==> config.mk <==
export PLATFORM = sky130hd
export DESIGN_NAME = mzi_irq_hub
export DESIGN_NICKNAME = d
export VERILOG_FILES = /design/src/rtl/mzi_pkg.sv /design/src/rtl/mzi_sync.sv /design/src/rtl/mzi_regs.sv /design/src/rtl/mzi_iack.sv /design/src/rtl/mzi_irq_hub.sv
export SDC_FILE = /design/constraint.sdc
export NUM_CORES = 1
export LEC_CHECK = 0
export BUFFER_PORTS_ARGS = -buffer_cell sky130_fd_sc_hd__buf_2
export CAP_MARGIN = 20
export CORE_MARGIN = 2
export CORE_UTILIZATION = 29
export CTS_CLUSTER_SIZE = 28
export DETAILED_ROUTE_END_ITERATION = 10
export PLACE_DENSITY = 0.56
export RECOVER_POWER = 25
export SLEW_MARGIN = 20
export SYNTH_ARGS = -nofsm -noshare
export SYNTH_HDL_FRONTEND = slang
export SYNTH_SLANG_ARGS = --single-unit
==> constraint.sdc <==
create_clock -name clk -period 1.4 [get_ports clk]
set_input_delay 0.21 -clock clk [delete_from_list [all_inputs] [get_ports clk]]
set_output_delay 0.21 -clock clk [all_outputs]
set_load 0.1 [all_outputs]
==> src/rtl/mzi_pkg.sv <==
package mzi_pkg;
   typedef enum logic [0:0] {
      SQ_IDLE   = 1'b0,
      SQ_STROBE = 1'b1
   } sq_state_t;
endpackage

==> src/rtl/mzi_sync.sv <==
module mzi_sync #(
   parameter int W      = 12,
   parameter int STAGES = 2
) (
   input  logic         clk,
   input  logic         rst,
   input  logic [W-1:0] d,
   output logic [W-1:0] q
);
   if (STAGES < 2) begin : g_bad_stages
      $error("mzi_sync: STAGES must be at least 2");
   end

   logic [W-1:0] pipe [STAGES];

   for (genvar s = 0; s < STAGES; s++) begin : g_stage
      if (s == 0) begin : g_first
         always_ff @(posedge clk) begin
            if (rst) pipe[0] <= '0;
            else     pipe[0] <= d;
         end
      end else begin : g_next
         always_ff @(posedge clk) begin
            if (rst) pipe[s] <= '0;
            else     pipe[s] <= pipe[s-1];
         end
      end
   end

   assign q = pipe[STAGES-1];
endmodule

==> src/rtl/mzi_regs.sv <==
module mzi_regs #(
   parameter int NREQ   = 12,
   parameter int DATA_W = 16
) (
   input  logic              clk,
   input  logic              rst,
   input  logic              acc,
   input  logic              we,
   input  logic              reg_sel,
   input  logic [DATA_W-1:0] wdata,
   input  logic [NREQ-1:0]   irq_sync,
   output logic [NREQ-1:0]   status,
   output logic              int_en,
   output logic              irq_n,
   output logic [DATA_W-1:0] rdata,
   output logic              done
);
   logic [NREQ-1:0]   status_q;
   logic              int_en_q;
   logic              summary;
   logic [DATA_W-1:0] stat_word;
   logic [DATA_W-1:0] ctrl_word;

   always_ff @(posedge clk) begin
      if (rst) status_q <= '0;
      else     status_q <= irq_sync;
   end

   assign summary = |status_q;

   if (NREQ == DATA_W) begin : g_full
      assign stat_word = status_q;
   end else begin : g_pad
      assign stat_word = {{(DATA_W-NREQ){1'b0}}, status_q};
   end

   assign ctrl_word = {{(DATA_W-2){1'b0}}, summary, int_en_q};

   always_ff @(posedge clk) begin
      if (rst) begin
         int_en_q <= 1'b0;
         rdata    <= '0;
         done     <= 1'b0;
      end else begin
         done  <= acc;
         rdata <= '0;
         if (acc && we && reg_sel) int_en_q <= wdata[0];
         if (acc && !we) rdata <= reg_sel ? ctrl_word : stat_word;
      end
   end

   assign status = status_q;
   assign int_en = int_en_q;
   assign irq_n  = ~(int_en_q & summary);
endmodule

==> src/rtl/mzi_iack.sv <==
module mzi_iack
   import mzi_pkg::*;
#(
   parameter int NUM_SLOTS = 6,
   parameter int DATA_W    = 16,
   parameter int VEC_W     = 8,
   localparam int SLOT_W   = $clog2(NUM_SLOTS)
) (
   input  logic                 clk,
   input  logic                 rst,
   input  logic                 start,
   input  logic [SLOT_W-1:0]    slot_idx,
   input  logic [NUM_SLOTS-1:0] mod_ack,
   input  logic [DATA_W-1:0]    mod_data,
   output logic [NUM_SLOTS-1:0] mod_isel,
   output logic [DATA_W-1:0]    vec_out,
   output logic                 done,
   output logic                 busy
);
   sq_state_t            state_q;
   logic [NUM_SLOTS-1:0] sel_q;
   logic                 slot_ok;
   logic                 ack_hit;

   assign slot_ok = {1'b0, slot_idx} < (SLOT_W+1)'(NUM_SLOTS);
   assign ack_hit = |(mod_ack & sel_q);

   always_ff @(posedge clk) begin
      if (rst) begin
         state_q <= SQ_IDLE;
         sel_q   <= '0;
         vec_out <= '0;
         done    <= 1'b0;
      end else begin
         done    <= 1'b0;
         vec_out <= '0;
         case (state_q)
            SQ_IDLE: begin
               if (start) begin
                  if (slot_ok) begin
                     for (int i = 0; i < NUM_SLOTS; i++)
                        sel_q[i] <= (slot_idx == SLOT_W'(i));
                     state_q <= SQ_STROBE;
                  end else begin
                     done <= 1'b1;
                  end
               end
            end
            SQ_STROBE: begin
               if (ack_hit) begin
                  vec_out <= {{(DATA_W-VEC_W){1'b0}}, mod_data[VEC_W-1:0]};
                  sel_q   <= '0;
                  done    <= 1'b1;
                  state_q <= SQ_IDLE;
               end
            end
            default: state_q <= SQ_IDLE;
         endcase
      end
   end

   assign mod_isel = sel_q;
   assign busy     = (state_q != SQ_IDLE);
endmodule

==> src/rtl/mzi_irq_hub.sv <==
module mzi_irq_hub #(
   parameter int NUM_SLOTS   = 6,
   parameter int LINES       = 2,
   parameter int SYNC_STAGES = 2,
   parameter int DATA_W      = 16,
   parameter int VEC_W       = 8,
   parameter int ADDR_W      = 6,
   parameter int SLOT_LSB    = 2,
   localparam int NREQ       = NUM_SLOTS * LINES,
   localparam int SLOT_W     = $clog2(NUM_SLOTS)
) (
   input  logic                 clk,
   input  logic                 rst,
   input  logic                 host_req,
   input  logic                 host_we,
   input  logic [ADDR_W-1:0]    host_addr,
   input  logic [DATA_W-1:0]    host_wdata,
   output logic [DATA_W-1:0]    host_rdata,
   output logic                 host_done,
   input  logic [NREQ-1:0]      mod_irq,
   output logic [NUM_SLOTS-1:0] mod_isel,
   input  logic [NUM_SLOTS-1:0] mod_ack,
   input  logic [DATA_W-1:0]    mod_data,
   output logic                 irq_n
);
   if (NUM_SLOTS < 2)                    begin : g_bad_slots $error("NUM_SLOTS < 2"); end
   if (NREQ > DATA_W)                    begin : g_bad_nreq  $error("NREQ exceeds DATA_W"); end
   if (VEC_W > DATA_W || DATA_W < 2)     begin : g_bad_data  $error("bad DATA_W/VEC_W"); end
   if (SLOT_LSB + SLOT_W > ADDR_W - 1 || SLOT_LSB < 1)
                                         begin : g_bad_addr  $error("slot field misplaced"); end

   logic [NREQ-1:0]   irq_sync;
   logic [NREQ-1:0]   status;
   logic              int_en;
   logic              busy;
   logic              win;
   logic              reg_acc;
   logic              iack_go;
   logic [DATA_W-1:0] reg_rdata;
   logic [DATA_W-1:0] vec_rdata;
   logic              reg_done;
   logic              iack_done;

   assign win     = host_addr[ADDR_W-1];
   assign reg_acc = host_req && !busy && (!win || host_we);
   assign iack_go = host_req && !busy && win && !host_we;

   mzi_sync #(.W(NREQ), .STAGES(SYNC_STAGES)) u_sync (
      .clk (clk),
      .rst (rst),
      .d   (mod_irq),
      .q   (irq_sync)
   );

   mzi_regs #(.NREQ(NREQ), .DATA_W(DATA_W)) u_regs (
      .clk      (clk),
      .rst      (rst),
      .acc      (reg_acc),
      .we       (host_we && !win),
      .reg_sel  (host_addr[0]),
      .wdata    (host_wdata),
      .irq_sync (irq_sync),
      .status   (status),
      .int_en   (int_en),
      .irq_n    (irq_n),
      .rdata    (reg_rdata),
      .done     (reg_done)
   );

   mzi_iack #(.NUM_SLOTS(NUM_SLOTS), .DATA_W(DATA_W), .VEC_W(VEC_W)) u_iack (
      .clk      (clk),
      .rst      (rst),
      .start    (iack_go),
      .slot_idx (host_addr[SLOT_LSB +: SLOT_W]),
      .mod_ack  (mod_ack),
      .mod_data (mod_data),
      .mod_isel (mod_isel),
      .vec_out  (vec_rdata),
      .done     (iack_done),
      .busy     (busy)
   );

   assign host_done  = reg_done | iack_done;
   assign host_rdata = reg_rdata | vec_rdata;
endmodule

==> results of run 1 <==
[final cells by class]
cell class                      count  area (um^2)
Clock buffer                       12          145
Clock inverter                      3         40.0
Fill cell                         796         4780
Inverter                            7         26.3
Multi-Input combinational cell    116          882
Sequential cell                    66         1340
Tap cell                          102          128
Timing Repair Buffer               59          347
[cell families (layout without fill, tap and decap cells)]
family / after synthesis / in the layout / share of synthesized area, %
xor gates and xnor gates: 1 / 1 / 0.383
buffers and inverters: 21 / 81 / 5.31
AOI/OAI and AO/OA: 18 / 18 / 9.90
other: 1 / 4 / 0.164
DFF: 66 / 66 / 57.8
and+or+nand+nor: 92 / 92 / 26.0
muxes: 1 / 1 / 0.438
[report_power, final]
part | switching, mW | internal [mW] | total, mW | leakage, nW
Sequential | 0.0170 | 1.92 | 1.94 | 0.543
Combinational | 0.197 | 0.110 | 0.307 | 0.644
Clock | 0.635 | 0.856 | 1.49 | 0.0962
Total | 0.849 | 2.89 | 3.74 | 1.28
[layout by cell type (no fill, tap or decap), drive strengths merged, types with 6 or more instances in the layout]
| cell | synthesis | layout |
|---|---|---|
| inv | 7 | 7 |
| o41ai | 6 | 6 |
| nor2 | 6 | 6 |
| clkbuf | 2 | 14 |
| nor2b | 38 | 38 |
| and2 | 18 | 18 |
| buf | 12 | 57 |
| dfxtp | 66 | 66 |
| or2 | 9 | 9 |
[path summary, 6_finish.rpt]
kind	from	endpoint	slack, ps	cells past startpoint
setup / recovery	u_regs.status[11]$_SDFF_PP0_	irq_n	-220	5
hold / removal	mod_data[5]	u_iack.vec_out[5]$_SDFF_PP0_	80	2
setup reg to reg	u_iack.busy$_SDFF_PP0_	u_iack.vec_out[0]$_SDFF_PP0_	140	3
hold reg to reg	u_sync.pipe[1][10]$_SDFF_PP0_	u_regs.status[10]$_SDFF_PP0_	430	1
[synth_stat cells, drive strengths merged]
cell     number  share of area [%]
nand4         3               0.82
a21oi         3               0.82
or3           1               0.27
mux2i         1               0.44
nand4b        2               0.77
or2           9                2.5
nor2b        38                 10
and2         18                4.9
nand3         4               0.88
clkbuf        2               0.38
a21bo         1               0.44
a31o          1               0.38
nor4bb        1               0.44
nand4bb       1               0.49
a21o          1               0.33
a311oi        1                1.1
o41ai         6                2.6
conb          1               0.16
inv           7                1.1
xor2          1               0.38
nor2          6               0.98
a31oi         1               0.93
nand2         1               0.16
and4bb        1               0.55
a41o          1               0.44
buf          12                3.8
dfxtp        66                 58
nand2b        1               0.60
nor4          4                1.8
a22oi         3                2.8
and2b         1               0.33
nor3          1               0.22
[flip-flops by register name (all words and copies together) (netlist names)]
register,count
u_sync.pipe,24
u_regs.rdata,12
u_regs.status,12
u_iack.vec_out,8
u_iack.mod_isel,6
u_iack.busy,1
u_iack.done,1
u_regs.done,1
u_regs.int_en,1
[per-stage QoR]
step / cell area (um^2) / util, % / hold slack, ps
after floorplan: 2320 / - / 332
after global placement: 2670 / 34.7 / 416
after detailed placement: 2670 / 34.7 / 414
after CTS: 2900 / 37.7 / 62.3
after global routing: 2910 / 37.8 / 63.5
final: 2910 / 37.8 / 79.2
[worst reg2reg max path, delay by kind of cell (launching register included)]
kind | cells | cell delay (ps)
flops | 1 | 430
compound gates | 1 | 410
simple gates | 1 | 190
buf+inv | 1 | 160
[repair_timing]
item / 4_1_cts / 5_1_grt
pin swaps: 2 / 0
buffers inserted: 0 / 0
setup endpoints to repair: 10 / 3
resized for setup: 14 / 2
[layer usage]
| layer | share of wire [%] | vias up |
|---|---|---|
| met5 | 0 | - |
| met4 | 3.1 | 0 |
| met3 | 5.9 | 9 |
| met2 | 44 | 44 |
| met1 | 47 | 617 |
| li1 | - | 768 |
==> run_results.csv, run 1 <==
group,metric,value,unit
synth,synth.distinct_cells,38,
global_routing,grt_max_degree,38,
worst_setup_path,cp_max_fo,2,
synth,synth-seq-area-share,57.8,%
finish,drive_gt1_share,39.2,%
floorplan,fp-row-count,32,
global_routing,antenna_found_initial,0,
global_routing,gr-max-usage-layer,"met2",
floorplan,die_w,92.8,um
global_routing,gr-total-overflow,0,
clocking,cts_made_buffers,9,
route,vias,1438,
worst_setup_path,worstPathArrival,1410,ps
clocking,holdBufCountCts,0,
worst_setup_path,critPathMaxStageDelay,320,ps
sta,min_period,1620,ps
place,portBuffers,55,
floorplan,io_pins,84,
sta,finalSetupViolations,1,
global_routing,use_met1,12.1,%
finish,diodes,0,
place,dp_hpwl,2640,um
sta,rsz0062_at_grt,"true",
sta,fin_skew,4.95,ps
status,status,"finished, violations left",
synth,synthesis.area,2290,um^2
route,finalWirelength,3690,um
hold_path,hp-class,"in2reg",
sta,tightestPinTransition,645,ps
global_routing,grt_pass1_vias,1354,
global_routing,grtUsageMet3,2.93,%
power,p_leak,1.28,nW
finish,final_cells,365,
global_routing,grt_pass1_wl,6320,um
route,ant_nets,0,
place,placedCellCount,350,
worst_setup_path,cp_slowest_cell,"dfxtp_2",
sta,setup_tns,-218,ps
sta,worst_slack,-218,ps
synth,ys_warn_count,0,
route,wl_per_cell,10.1,um
clocking,tritoncts,"built",
worst_setup_path,cp-start-kind,"register",
flow_run,cap_viol_max_count,0,
finish,layout.nets,319,
clocking,clk_latency,330,ps
power,fin_total_pwr,3.74,mW
route,dr.pass1.iters,4,
floorplan,core_area,7690,um^2
route,route.detailed.drc,0,
sta,fin_crit_sh,116,%
place,dp_slack,88.5,ps
power,irDropWorstVdd,379,uV
worst_setup_path,path_class,"reg2out",
worst_setup_path,cp_num_buf_inv,2,
sta,hold_viol_final,0,
floorplan,die_area,8610,um^2
status,violations,"negative setup slack",
worst_setup_path,cp_top_family,"simple AND/OR/NAND/NOR gates",
synth,synth_seq_cells,66,
clocking,clock_path_buffers,2,
clocking,clk_pin_slew,60,ps
route,drt_iter0_markers,27,
global_routing,grtUsageMet2,13.6,%
sta,slew_headroom,57.0,%
synth,syn_avg_cell_area,11.4,um^2
worst_setup_path,required,1190,ps
clocking,root_buffer,"clkbuf_8",
place,gp_congestion,0.774,
finish,syn_to_final_growth,27.0,%
worst_setup_path,critPathCaptureType,"output pin",
sta,slew_viol_final,0,
worst_setup_path,cp_cell_sequence,"nor4_2, buf_4, nand3_2, nand2_2, buf_12",
synth,syn_inst,200,
route,via_per_inst,3.94,
sta,fmax,0.618,GHz
clocking,cts_htree_levels,3,
power,power_density,1290,nW/um^2
global_routing,grtUsageTotal,9.72,%
floorplan,die_y,92.8,um
floorplan,start_util,29.8,%
clocking,cts.sink_count,66,
Power figures use the tool's default switching activity.
==> run 2: changes to the inputs <==
--- a/config.mk
+++ b/config.mk
@@ -11,6 +11,7 @@
 export CORE_UTILIZATION = 29
 export CTS_CLUSTER_SIZE = 28
 export DETAILED_ROUTE_END_ITERATION = 10
+export GPL_TIMING_DRIVEN = 0
 export PLACE_DENSITY = 0.56
 export RECOVER_POWER = 25
 export SLEW_MARGIN = 20
==> run 2 against run 1 <==
Net effect: critical path depth shrank 1; via count grew 2.4%; largest power group unchanged; the flow still finishes with violations (negative setup slack); clock power grew 20%; die area is the same; combinational power grew 4%; critical endpoint unchanged; hold slack gained 2.5 ps; sequential power is essentially flat; core utilization grew 1.5 points; cell count grew 3.0%.
==> run_results.csv, run 2 (synthesis results as in run 1) <==
group,metric,value,unit
hold_path,hp-class,"in2reg",
place,dp_hpwl,2970,um
finish,final_cells,376,
finish,design_area,3020,um^2
finish,largest_reg_flops,24,
worst_setup_path,required,1190,ps
flow_run,cap_viol_max_count,0,
global_routing,grtUsageTotal,10.0,%
floorplan,die_w,92.8,um
finish,drive_gt1_share,39.8,%
finish,diodes,0,
floorplan,io_pins,84,
sta,fmax,0.632,GHz
status,violations,"negative setup slack",
route,drt_iter0_markers,27,
global_routing,grt_max_degree,12,
sta,tightestPinTransition,546,ps
place,portBuffers,55,
worst_setup_path,cp_max_fo,2,
finish,layout_commonest_cell,"dfxtp_1",
finish,layout.nets,329,
floorplan,die_y,92.8,um
route,dr.pass1.iters,4,
sta,slew_headroom,63.6,%
clocking,holdBufCountCts,0,
global_routing,gr-total-overflow,0,
place,placedCellCount,360,
worst_setup_path,cp-start-kind,"register",
clocking,clock_path_buffers,2,
worst_setup_path,cp_top_family,"simple AND/OR/NAND/NOR gates",
worst_setup_path,cp_num_buf_inv,1,
clocking,cts_made_buffers,9,
power,fin_total_pwr,4.05,mW
sta,setup_tns,-182,ps
route,wl_per_cell,10.4,um
power,p_leak,1.35,nW
place,gp_congestion,0.712,
clocking,clk_latency,330,ps
finish,finish.utilization,39.3,%
floorplan,start_util,29.8,%
sta,rsz0062_at_grt,"true",
route,ant_nets,0,
sta,min_period,1580,ps
clocking,root_buffer,"clkbuf_8",
clocking,cts.sink_count,66,
route,via_per_inst,3.92,
status,status,"finished, violations left",
route,finalWirelength,3920,um
worst_setup_path,cp_slowest_cell,"dfxtp_2",
finish,syn_to_final_growth,32.2,%
floorplan,die_area,8610,um^2
sta,fin_skew,6.09,ps
global_routing,antenna_found_initial,0,
worst_setup_path,critPathMaxStageDelay,340,ps
power,irDropWorstVdd,514,uV
sta,fin_crit_sh,113,%
worst_setup_path,critPathCaptureType,"output pin",
finish,layout_common_cells,"dfxtp_1, buf_2, nor2b_1",
global_routing,grt_pass1_wl,6600,um
power,power_density,1340,nW/um^2
sta,worst_slack,-182,ps
place,placed_cell_area,2720,um^2
worst_setup_path,worstPathArrival,1370,ps
clocking,clk_pin_slew,70,ps
sta,finalSetupViolations,1,
global_routing,grt_pass1_vias,1449,
route,vias,1473,
finish,regMostFlops,"u_sync.pipe",
floorplan,fp-row-count,32,
route,route.detailed.drc,0,
sta,slew_viol_final,0,
worst_setup_path,cp_cell_sequence,"nor4_4, nand3_1, nand2_2, buf_12",
clocking,tritoncts,"built",
floorplan,core_area,7690,um^2
worst_setup_path,path_class,"reg2out",
sta,hold_viol_final,0,
clocking,cts_htree_levels,3,
[run 2: changes by cell type in the layout (fill, tap and decap cells not counted), moves of 2 or more]
cell,previous run,this run
buf_4,10,17
clkbuf_1,3,7
nor4_2,3,0
nor4_4,1,4
buf_6,2,0
clkbuf_4,0,2
[run 2: final cells by class]
class | instances | area [um^2]
Tap cell | 102 | 128
Clock buffer | 12 | 156
Clock inverter | 4 | 71.3
Sequential cell | 66 | 1340
Multi-Input combinational cell | 116 | 903
Inverter | 7 | 26.3
Timing Repair Buffer | 55 | 317
Buffer | 14 | 85.1
Fill cell | 800 | 4660
[run 2: layer usage]
layer | vias to the layer above | wire length (um) | track usage, %
met5 | - | 0 | 0
met1 | 635 | 1850 | 12.3
met2 | 41 | 1760 | 15.3
met4 | 0 | 71 | 5.88
li1 | 792 | - | -
met3 | 5 | 241 | 3.25
[run 2: worst register-to-register path: stages (launching register included)]
cell	delay, ps
dfxtp_1	430
inv_1	170
a311oi_4	390
and2_1	190
[run 2: metrics by stage]
step / setup slack [ps] / hold slack, ps
2_1_floorplan: 12.3 / 332
3_5_place_dp: -193 / 417
5_1_grt: -255 / 60.7
6_report: -182 / 81.7
3_3_place_gp: -210 / 417
4_1_cts: -199 / 61.2
[run 2: report_power, final]
group | internal [mW] | switching [mW] | total, mW
combinational | 0.118 | 0.201 | 0.319
clock | 1.11 | 0.678 | 1.79
sequential | 1.92 | 0.0208 | 1.94
total | 3.15 | 0.899 | 4.05
[run 2: final timing paths]
| path | start | end | slack, ps | depth (start not counted) |
|---|---|---|---|---|
| worst max-delay path | u_regs.status[11]$_SDFF_PP0_ | irq_n | -180 | 4 |
| worst min-delay path | mod_data[0] | u_iack.vec_out[0]$_SDFF_PP0_ | 80 | 2 |
| worst max register to register | u_iack.busy$_SDFF_PP0_ | u_iack.vec_out[5]$_SDFF_PP0_ | 170 | 3 |
| worst min register to register | u_sync.pipe[1][7]$_SDFF_PP0_ | u_regs.status[7]$_SDFF_PP0_ | 440 | 1 |
[run 2: timing repair]
item,4_1_cts,5_1_grt
setup buffers,0,0
endpoints found under the setup margin,10,3
resized for setup,18,4
pin swaps,3,2
